==> src/rtl/intc_pkg.sv <==
package intc_pkg;

    localparam int DATA_W    = 32;
    localparam int NUM_PULSE = 5;
    localparam int PEND_BIT  = NUM_PULSE;

    typedef enum logic [2:0] {
        ADR_STATUS   = 3'd0,
        ADR_EN_SET   = 3'd1,
        ADR_EN_CLR   = 3'd2,
        ADR_MSK_SET  = 3'd3,
        ADR_MSK_CLR  = 3'd4
    } intc_addr_e;

    typedef struct packed {
        logic sts_w1c;
        logic en_set;
        logic en_clr;
        logic msk_set;
        logic msk_clr;
    } intc_wr_dec_t;

endpackage

==> src/rtl/intc_setclr_reg.sv <==
module intc_setclr_reg #(
    parameter int W = 32
) (
    input  logic         clk,
    input  logic         rst_n,
    input  logic         set_we,
    input  logic         clr_we,
    input  logic [W-1:0] wdata,
    output logic [W-1:0] q
);
    typedef struct packed {
        logic [W-1:0] val;
    } reg_state_t;

    reg_state_t st_d, st_q;

    always_comb begin
        st_d = st_q;
        if (set_we) st_d.val = st_d.val | wdata;
        if (clr_we) st_d.val = st_d.val & ~wdata;
    end

    always_ff @(posedge clk) begin
        if (!rst_n) st_q <= '0;
        else        st_q <= st_d;
    end

    assign q = st_q.val;
endmodule

==> src/rtl/intc_status_reg.sv <==
module intc_status_reg #(
    parameter int W = 32
) (
    input  logic         clk,
    input  logic         rst_n,
    input  logic [W-1:0] evt,
    input  logic [W-1:0] mask,
    input  logic         w1c_we,
    input  logic [W-1:0] wdata,
    output logic [W-1:0] q
);
    typedef struct packed {
        logic [W-1:0] sts;
    } sts_state_t;

    sts_state_t st_d, st_q;
    logic [W-1:0] clr_bits;
    logic [W-1:0] new_bits;

    always_comb begin
        clr_bits = w1c_we ? wdata : '0;
        new_bits = evt & ~mask;
        st_d     = st_q;
        // clear first, then new events override a clear of the same bit
        st_d.sts = (st_q.sts & ~clr_bits) | new_bits;
    end

    always_ff @(posedge clk) begin
        if (!rst_n) st_q <= '0;
        else        st_q <= st_d;
    end

    assign q = st_q.sts;
endmodule

==> src/rtl/intc_read_mux.sv <==
module intc_read_mux
    import intc_pkg::*;
#(
    parameter int W = 32
) (
    input  logic         rd,
    input  logic [2:0]   addr,
    input  logic [W-1:0] sts,
    input  logic [W-1:0] en,
    input  logic [W-1:0] msk,
    output logic [W-1:0] rdata
);
    always_comb begin
        rdata = '0;
        if (rd) begin
            case (addr)
                ADR_STATUS:               rdata = sts;
                ADR_EN_SET, ADR_EN_CLR:   rdata = en;
                ADR_MSK_SET, ADR_MSK_CLR: rdata = msk;
                default:                  rdata = '0;
            endcase
        end
    end
endmodule

==> src/rtl/intc_evt_aggregator.sv <==
module intc_evt_aggregator
    import intc_pkg::*;
(
    input  logic                 clk,
    input  logic                 rst_n,
    input  logic                 bus_wr_i,
    input  logic                 bus_rd_i,
    input  logic [2:0]           bus_addr_i,
    input  logic [DATA_W-1:0]    bus_wdata_i,
    output logic [DATA_W-1:0]    bus_rdata_o,
    input  logic [NUM_PULSE-1:0] evt_pulse_i,
    input  logic                 rx_pend_i,
    output logic                 irq_o
);
    localparam int PAD_W = DATA_W - NUM_PULSE - 1;

    typedef struct packed {
        logic irq;
    } top_state_t;

    intc_wr_dec_t      dec;
    logic [DATA_W-1:0] evt_vec;
    logic [DATA_W-1:0] status_q;
    logic [DATA_W-1:0] enable_q;
    logic [DATA_W-1:0] mask_q;
    top_state_t        st_d, st_q;

    always_comb begin
        dec         = '0;
        dec.sts_w1c = bus_wr_i && (bus_addr_i == ADR_STATUS);
        dec.en_set  = bus_wr_i && (bus_addr_i == ADR_EN_SET);
        dec.en_clr  = bus_wr_i && (bus_addr_i == ADR_EN_CLR);
        dec.msk_set = bus_wr_i && (bus_addr_i == ADR_MSK_SET);
        dec.msk_clr = bus_wr_i && (bus_addr_i == ADR_MSK_CLR);
    end

    generate
        if (PAD_W > 0) begin : g_pad
            assign evt_vec = {{PAD_W{1'b0}}, rx_pend_i, evt_pulse_i};
        end else begin : g_nopad
            assign evt_vec = {rx_pend_i, evt_pulse_i};
        end
    endgenerate

    intc_status_reg #(.W(DATA_W)) u_status (
        .clk    (clk),
        .rst_n  (rst_n),
        .evt    (evt_vec),
        .mask   (mask_q),
        .w1c_we (dec.sts_w1c),
        .wdata  (bus_wdata_i),
        .q      (status_q)
    );

    intc_setclr_reg #(.W(DATA_W)) u_enable (
        .clk    (clk),
        .rst_n  (rst_n),
        .set_we (dec.en_set),
        .clr_we (dec.en_clr),
        .wdata  (bus_wdata_i),
        .q      (enable_q)
    );

    intc_setclr_reg #(.W(DATA_W)) u_mask (
        .clk    (clk),
        .rst_n  (rst_n),
        .set_we (dec.msk_set),
        .clr_we (dec.msk_clr),
        .wdata  (bus_wdata_i),
        .q      (mask_q)
    );

    intc_read_mux #(.W(DATA_W)) u_rmux (
        .rd    (bus_rd_i),
        .addr  (bus_addr_i),
        .sts   (status_q),
        .en    (enable_q),
        .msk   (mask_q),
        .rdata (bus_rdata_o)
    );

    always_comb begin
        st_d     = st_q;
        st_d.irq = |(status_q & enable_q);
    end

    always_ff @(posedge clk) begin
        if (!rst_n) st_q <= '0;
        else        st_q <= st_d;
    end

    assign irq_o = st_q.irq;
endmodule

==> config.mk <==
export PLATFORM = sky130hd
export DESIGN_NAME = intc_evt_aggregator
export DESIGN_NICKNAME = d
export VERILOG_FILES = /design/src/rtl/intc_pkg.sv /design/src/rtl/intc_setclr_reg.sv /design/src/rtl/intc_status_reg.sv /design/src/rtl/intc_read_mux.sv /design/src/rtl/intc_evt_aggregator.sv
export SDC_FILE = /design/constraint.sdc
export NUM_CORES = 1
export LEC_CHECK = 0
export ABC_AREA = 1
export BUFFER_PORTS_ARGS = -buffer_cell sky130_fd_sc_hd__buf_4
export CAP_MARGIN = 20
export CORE_MARGIN = 8
export CORE_UTILIZATION = 51
export DETAILED_ROUTE_END_ITERATION = 10
export GPL_ROUTABILITY_DRIVEN = 0
export PLACE_DENSITY = 0.76
export SLEW_MARGIN = 20
export SYNTH_ARGS = -nofsm -noshare
export SYNTH_HDL_FRONTEND = slang
export SYNTH_SLANG_ARGS = --single-unit
==> constraint.sdc <==
create_clock -name clk -period 1.21 [get_ports clk]
set_input_delay 0.242 -clock clk [delete_from_list [all_inputs] [get_ports clk]]
set_output_delay 0.242 -clock clk [all_outputs]
set_load 0.005 [all_outputs]
==> results.yml, run 1 <==
outcome:
  status: "complete, but fails checks"
  failed_checks: "negative setup slack"
timing:
  setup_violations: 32
  setup_slack_ps: -334
  tightestPinTransition_ps: 316
  clock.fmax_mhz: 648
  min_period_over_period: 1.28
  slew_violations: 0
  finalClockSkew_ps: 7.28
  fin_worst_hold_slack_ps: 91.9
  period_minus_slack_ps: 1540
  grt_setup_unrepaired: "yes"
  hold_viol_final: 0
  max_slew_margin: 0.790
route:
  drc: 0
  drt-total-wl_mm: 16.5
  drt_first_pass_iters: 4
  wl_per_cell_um: 17.0
  num_vias: 5370
  ant_nets: 0
  drt_iter0_markers: 439
  vias_per_cell: 5.54
cells_and_area:
  drive_gt1_frac: 0.323
  n_antenna_cell: 0
  area_delta_synth_final_pct: 38.2
  nets: 877
  fill_cells: 735
  utilization: 0.714
placed_design:
  pre_cts_ws_ps: -327
  dp_hpwl_mm: 9.47
  port_buffers: 77
power:
  peakVddDrop_uv: 604
  p_leak_nw: 3.78
  p_sw_frac: 0.266
  p_comb_frac: 0.150
  p_total_mw: 6.77
  p_seq_frac: 0.489
  power_switching_mw: 1.80
  clkPwrFrac: 0.361
  powerDensity_nw_per_um2: 988
  internal_power_mw: 4.97
floorplanning:
  coreArea_um2: 9590
  start_util: 0.516
  io_pins: 78
  rows: 36
  die_w_um: 115
  die_h_um: 115
  dieArea_um2: 13100
cts:
  numCtsBuffers: 9
  clock_path_buffers: 2
  htreeDepth: 3
  clock_latency_ps: 380
  cts-root-buf: "clkbuf_8"
  cts_tree: "built"
  clk_pin_slew_ps: 90
  clkSinkCount: 97
  cts_hold_buf: 0
yosys:
  yosysWarnings: 0
  yosysTopAreaCell: "dfxtp_1"
  synthTopCellsByArea: "dfxtp_1, nand2_1, nor2_1"
  synth_nets: 788
  synth-seq-cells: 97
  yosysSeqAreaShare: 0.392
  synth_area_um2: 4950
  syn_area_per_cell_um2: 6.67
  synth_top_area_frac: 0.392
  netlist_instances: 743
  synth_cell_type_count: 24
job:
  cap_violations: 0
setup_path:
  r2r_end: "irq_o$_SDFF_PN0_"
  cp_slowest_cell: "buf_16"
  r2r_slack_ps: 140
  startpoint_type: "input pin"
  path_cells: "buf_8 -> clkinv_8 -> nor2_4 -> nand2_2 -> nand2_4 -> buf_12 -> buf_16 -> nand2_4 -> nand3_2 -> nand2_2 -> inv_2 -> buf_6"
  criticalPathCategory: "in -> out"
  reg2reg_depth: 6
  cp.arrival_ps: 1300
  critPathCaptureType: "primary output"
  critPathRequiredTime_ps: 970
  crit_fanout: 8
  slowest_delay_ps: 160
global_routing:
  grt_pass1_wl_mm: 25.2
  antenna_found_initial: 0
  first_global_vias: 5272
  grt_overflow: 0
  grt_max_degree: 36
  grt_use_total: 0.242
worst_hold_path:
  holdCritPathClass: "in -> reg"
  min_from: "bus_wdata_i[21]"
  hold_depth: 3
==> kinds of logic after synthesis <==
logic type             count (synthesis)  share of synthesized area
AND/OR/NAND/NOR                      369                      0.308
buffers and inverters                141                      0.129
AO/OA/AOI/OAI                        136                      0.171
flip-flops                            97                      0.392
==> what timing repair did <==
action	in CTS	in global routing
gates resized for setup	88	67
buffers inserted	7	6
gates cloned	4	3
setup endpoints to repair	32	32
pin swaps	43	23
==> cells in the mapped netlist (all sizes together) <==
cell type and count:
inv 100, dfxtp 97, a21oi 39, nand2 166, clkbuf 10, nor2 135, o211ai 26, nand4 1
buf 31, o21ai 71, nand3 66, and3 1
==> stage by stage <==
step | std cells | area [um^2] | setup TNS [ps]
final | 970 | 6850 | -9210
after global routing | 970 | 6850 | -11070
after CTS | 964 | 6540 | -8280
after detailed placement | 937 | 5840 | -24110
after global placement | 937 | 5840 | -19200
after floorplan | 743 | 4960 | -448
==> worst max path at each step <==
stage	startpoint	endpoint	slack, ps
4_1_cts	bus_addr_i[0]	bus_rdata_o[7]	-270
2_1_floorplan	bus_addr_i[1]	bus_rdata_o[10]	-10
6_report	bus_addr_i[1]	bus_rdata_o[27]	-330
3_5_place_dp	bus_addr_i[1]	bus_rdata_o[0]	-330
3_3_place_gp	bus_addr_i[1]	bus_rdata_o[0]	-310
5_1_grt	bus_addr_i[1]	bus_rdata_o[14]	-410
==> metal layers <==
| metal | vias to the layer above | global-route usage | wire [um] |
|---|---|---|---|
| li1 | 2520 | - | - |
| met1 | 2545 | 0.279 | 6410 |
| met2 | 259 | 0.409 | 8290 |
| met3 | 46 | 0.0575 | 1290 |
| met4 | 0 | 0.118 | 495 |
| met5 | - | 0 | 0 |
==> power groups by stage <==
stage / combinational, mW / clock, mW / sequential, mW
6_report: 1.02 / 2.44 / 3.31
5_1_grt: 1.08 / 2.60 / 3.32
3_3_place_gp: 0.741 / 0 / 3.37
3_5_place_dp: 0.764 / 0 / 3.37
2_1_floorplan: 0.401 / 0 / 3.36
4_1_cts: 0.914 / 2.42 / 3.30
==> worst max-delay path: cells and delay by family <==
kind | cells | cell delay, ps
buffers and inverters | 6 | 570
AND/OR/NAND/NOR | 6 | 490
==> final cells by class <==
class	instances	area, um^2	share of cell area
Clock buffer	11	151	0.0221
Clock inverter	5	77.6	0.0113
Inverter	100	403	0.0588
Multi-Input combinational cell	505	2800	0.409
Sequential cell	97	1940	0.284
Tap cell	133	166	0.0243
Timing Repair Buffer	119	1310	0.191
==> layout by cell type, fill, tap and decap left out, drive strengths merged, types with 2 or more instances in the layout <==
cell type / instances
buf: 117
clkbuf: 13
o211ai: 26
clkinv: 4
bufinv: 2
o21ai: 71
nand2: 166
a21oi: 39
nand3: 66
nor2: 135
inv: 98
dfxtp: 97
Power figures use the tool's default switching activity.
==> inputs of run 2 (changes only) <==
Settings changed: ABC_AREA 1 to not set, CORE_UTILIZATION 51 to 50, PLACE_DENSITY 0.76 to 0.75.
==> results.yml, run 2 <==
yosys:
  synthFlopType: "dfxtp_1"
  synthTopCellsByArea: "dfxtp_1, a21oi_1, a211oi_2"
  synth_nets: 517
  yosys-top-cells-count: "dfxtp_1, a21oi_1, a22oi_1"
  synth-seq-cells: 97
  synthSimpleGateAreaFrac: 0.0851
  async_flop_share: 0
  yosysTopAreaCell: "dfxtp_1"
  synth_area_um2: 4480
  yosysWarnings: 0
  synth_top_family_by_area: "compound AO/OA/AOI/OAI gates"
  synth_compound_area_frac: 0.420
  syn_area_per_cell_um2: 9.50
  synth.area.mux_share: 0
  netlist_instances: 472
  synth_edf_count: 0
  yosysSeqAreaShare: 0.433
  synth_cell_type_count: 30
  synth_xor_xnor_area_share: 0.00363
  synth-adder-area-share: 0
  synth_top_area_frac: 0.433
  synth.most_common_cell: "dfxtp_1"
cells_and_area:
  final_common_cell: "buf_4"
  design_area_um2: 6310
  nets: 628
  final_cell_mix: "buf_4, a21oi_1, dfxtp_1, a211oi_2, nor2_1"
  n_antenna_cell: 0
  drive_gt1_frac: 0.449
  area_delta_synth_final_pct: 40.7
outcome:
  status: "complete, but fails checks"
  failed_checks: "negative setup slack"
route:
  vias_per_cell: 6.72
  ant_nets: 0
  drt_iter0_markers: 648
  drc: 0
  drt_first_pass_iters: 5
  num_vias: 4677
  drt-total-wl_mm: 16.4
  wl_per_cell_um: 23.6
timing:
  hold_viol_final: 0
  tightestPinTransition_ps: 447
  grt_setup_unrepaired: "yes"
  setup_violations: 58
  setup_slack_ps: -566
  period_minus_slack_ps: 1780
  clock.fmax_mhz: 563
  slew_violations: 0
  min_period_over_period: 1.47
  setup_tns_ps: -15360
  max_slew_margin: 0.701
  finalClockSkew_ps: 8.16
setup_path:
  crit_fanout: 7
  criticalPathCategory: "in -> out"
  critPathCaptureType: "primary output"
  startpoint_type: "input pin"
  cp.arrival_ps: 1530
  critPathRequiredTime_ps: 970
global_routing:
  grt_pass1_wl_mm: 25.0
  grt_overflow: 0
  first_global_vias: 4757
  grt_use_total: 0.245
  antenna_found_initial: 0
  grt_max_degree: 48
cts:
  cts_hold_buf: 0
  clock_latency_ps: 370
  clk_pin_slew_ps: 100
  htreeDepth: 3
  cts_tree: "built"
  numCtsBuffers: 9
  cts-root-buf: "clkbuf_8"
  clkSinkCount: 97
  clock_path_buffers: 2
floorplanning:
  start_util: 0.514
  rows: 34
  coreArea_um2: 8720
  die_w_um: 111
  dieArea_um2: 12200
  die_h_um: 111
  io_pins: 78
power:
  p_leak_nw: 2.28
  internal_power_mw: 4.75
  power_switching_mw: 1.94
  p_sw_frac: 0.290
  p_seq_frac: 0.495
  peakVddDrop_uv: 890
  p_total_mw: 6.69
  p_comb_frac: 0.159
  powerDensity_nw_per_um2: 1060
  clkPwrFrac: 0.346
placed_design:
  dpl_cell_area_um2: 5490
  dp_hpwl_mm: 9.36
  port_buffers: 77
job:
  cap_violations: 0
worst_hold_path:
  holdCritPathClass: "in -> reg"
[run 2: changes by cell type in the layout (fill, tap and decap cells not counted), moves of 30 or more]
cell and change:
a22oi_2 +30, a211oi_2 +40, buf_4 +35, nand3_1 -32, nand3_2 -32, a21oi_1 +81, nand2_1 -84, nand2_2 -34
o21ai_0 -59, inv_1 -89, nor2_1 -95
[run 2: power by group through the flow]
stage                     combinational (mW)  sequential, mW  clock, mW
after global routing                    1.11            3.32       2.42
after detailed placement               0.829            3.37          0
after CTS                               1.04            3.30       2.27
after floorplan                        0.422            3.36          0
after global placement                 0.810            3.37          0
final                                   1.07            3.31       2.31
[run 2: final cells by class]
class	instances	area, um^2
multi-input combinational	329	2540
fill	616	2410
sequential	97	1950
timing repair buffer	144	1460
tap	108	135
clock buffer	9	124
clock inverter	7	87.6
inverter	2	7.51
[run 2: worst max-delay path, stage by stage]
cell and delay [ps]:
buf_12 120, xor2_4 240, buf_16 180, a222oi_1 300, a2bb2oi_1 250, nor2_1 60, buf_4 130
[run 2: stage by stage]
stage | setup slack [ps] | hold WS (ps) | instances | util
after global placement | -483 | 433 | 656 | 0.629
after floorplan | -184 | 329 | 472 | -
after CTS | -525 | 61.7 | 686 | 0.702
after global routing | -629 | 77.7 | 696 | 0.723
after detailed placement | -510 | 442 | 656 | 0.629
final | -566 | 77.5 | 696 | 0.723
[run 2: kinds of logic after synthesis]
family,Yosys count
buffers and inverters,46
AND/OR/NAND/NOR,80
flip-flops,97
XOR/XNOR,1
AO/OA/AOI/OAI,248
[run 2: worst paths after layout]
kind	startpoint	end	slack, ps	depth (start not counted)
setup reg to reg	u_status.q[22]$_SDFF_PN0_	irq_o$_SDFF_PN0_	-110	5
hold / removal	bus_wdata_i[27]	u_status.q[27]$_SDFF_PN0_	80	2
setup / recovery	bus_addr_i[0]	bus_rdata_o[30]	-570	7
hold reg to reg	u_status.q[17]$_SDFF_PN0_	u_status.q[17]$_SDFF_PN0_	470	2
[run 2: per-layer routing]
metal  wire, um  track usage
met1       6410        0.289
met2       8000        0.417
met3       1370       0.0492
met4        654        0.108
met5          0            0
[run 2: repair_timing]
item                                    in CTS  in global routing
endpoints found under the setup margin      33                 71
pin swaps                                   31                 46
cloned                                       7                  2
resized for setup                           47                 32
buffers inserted                             7                 12
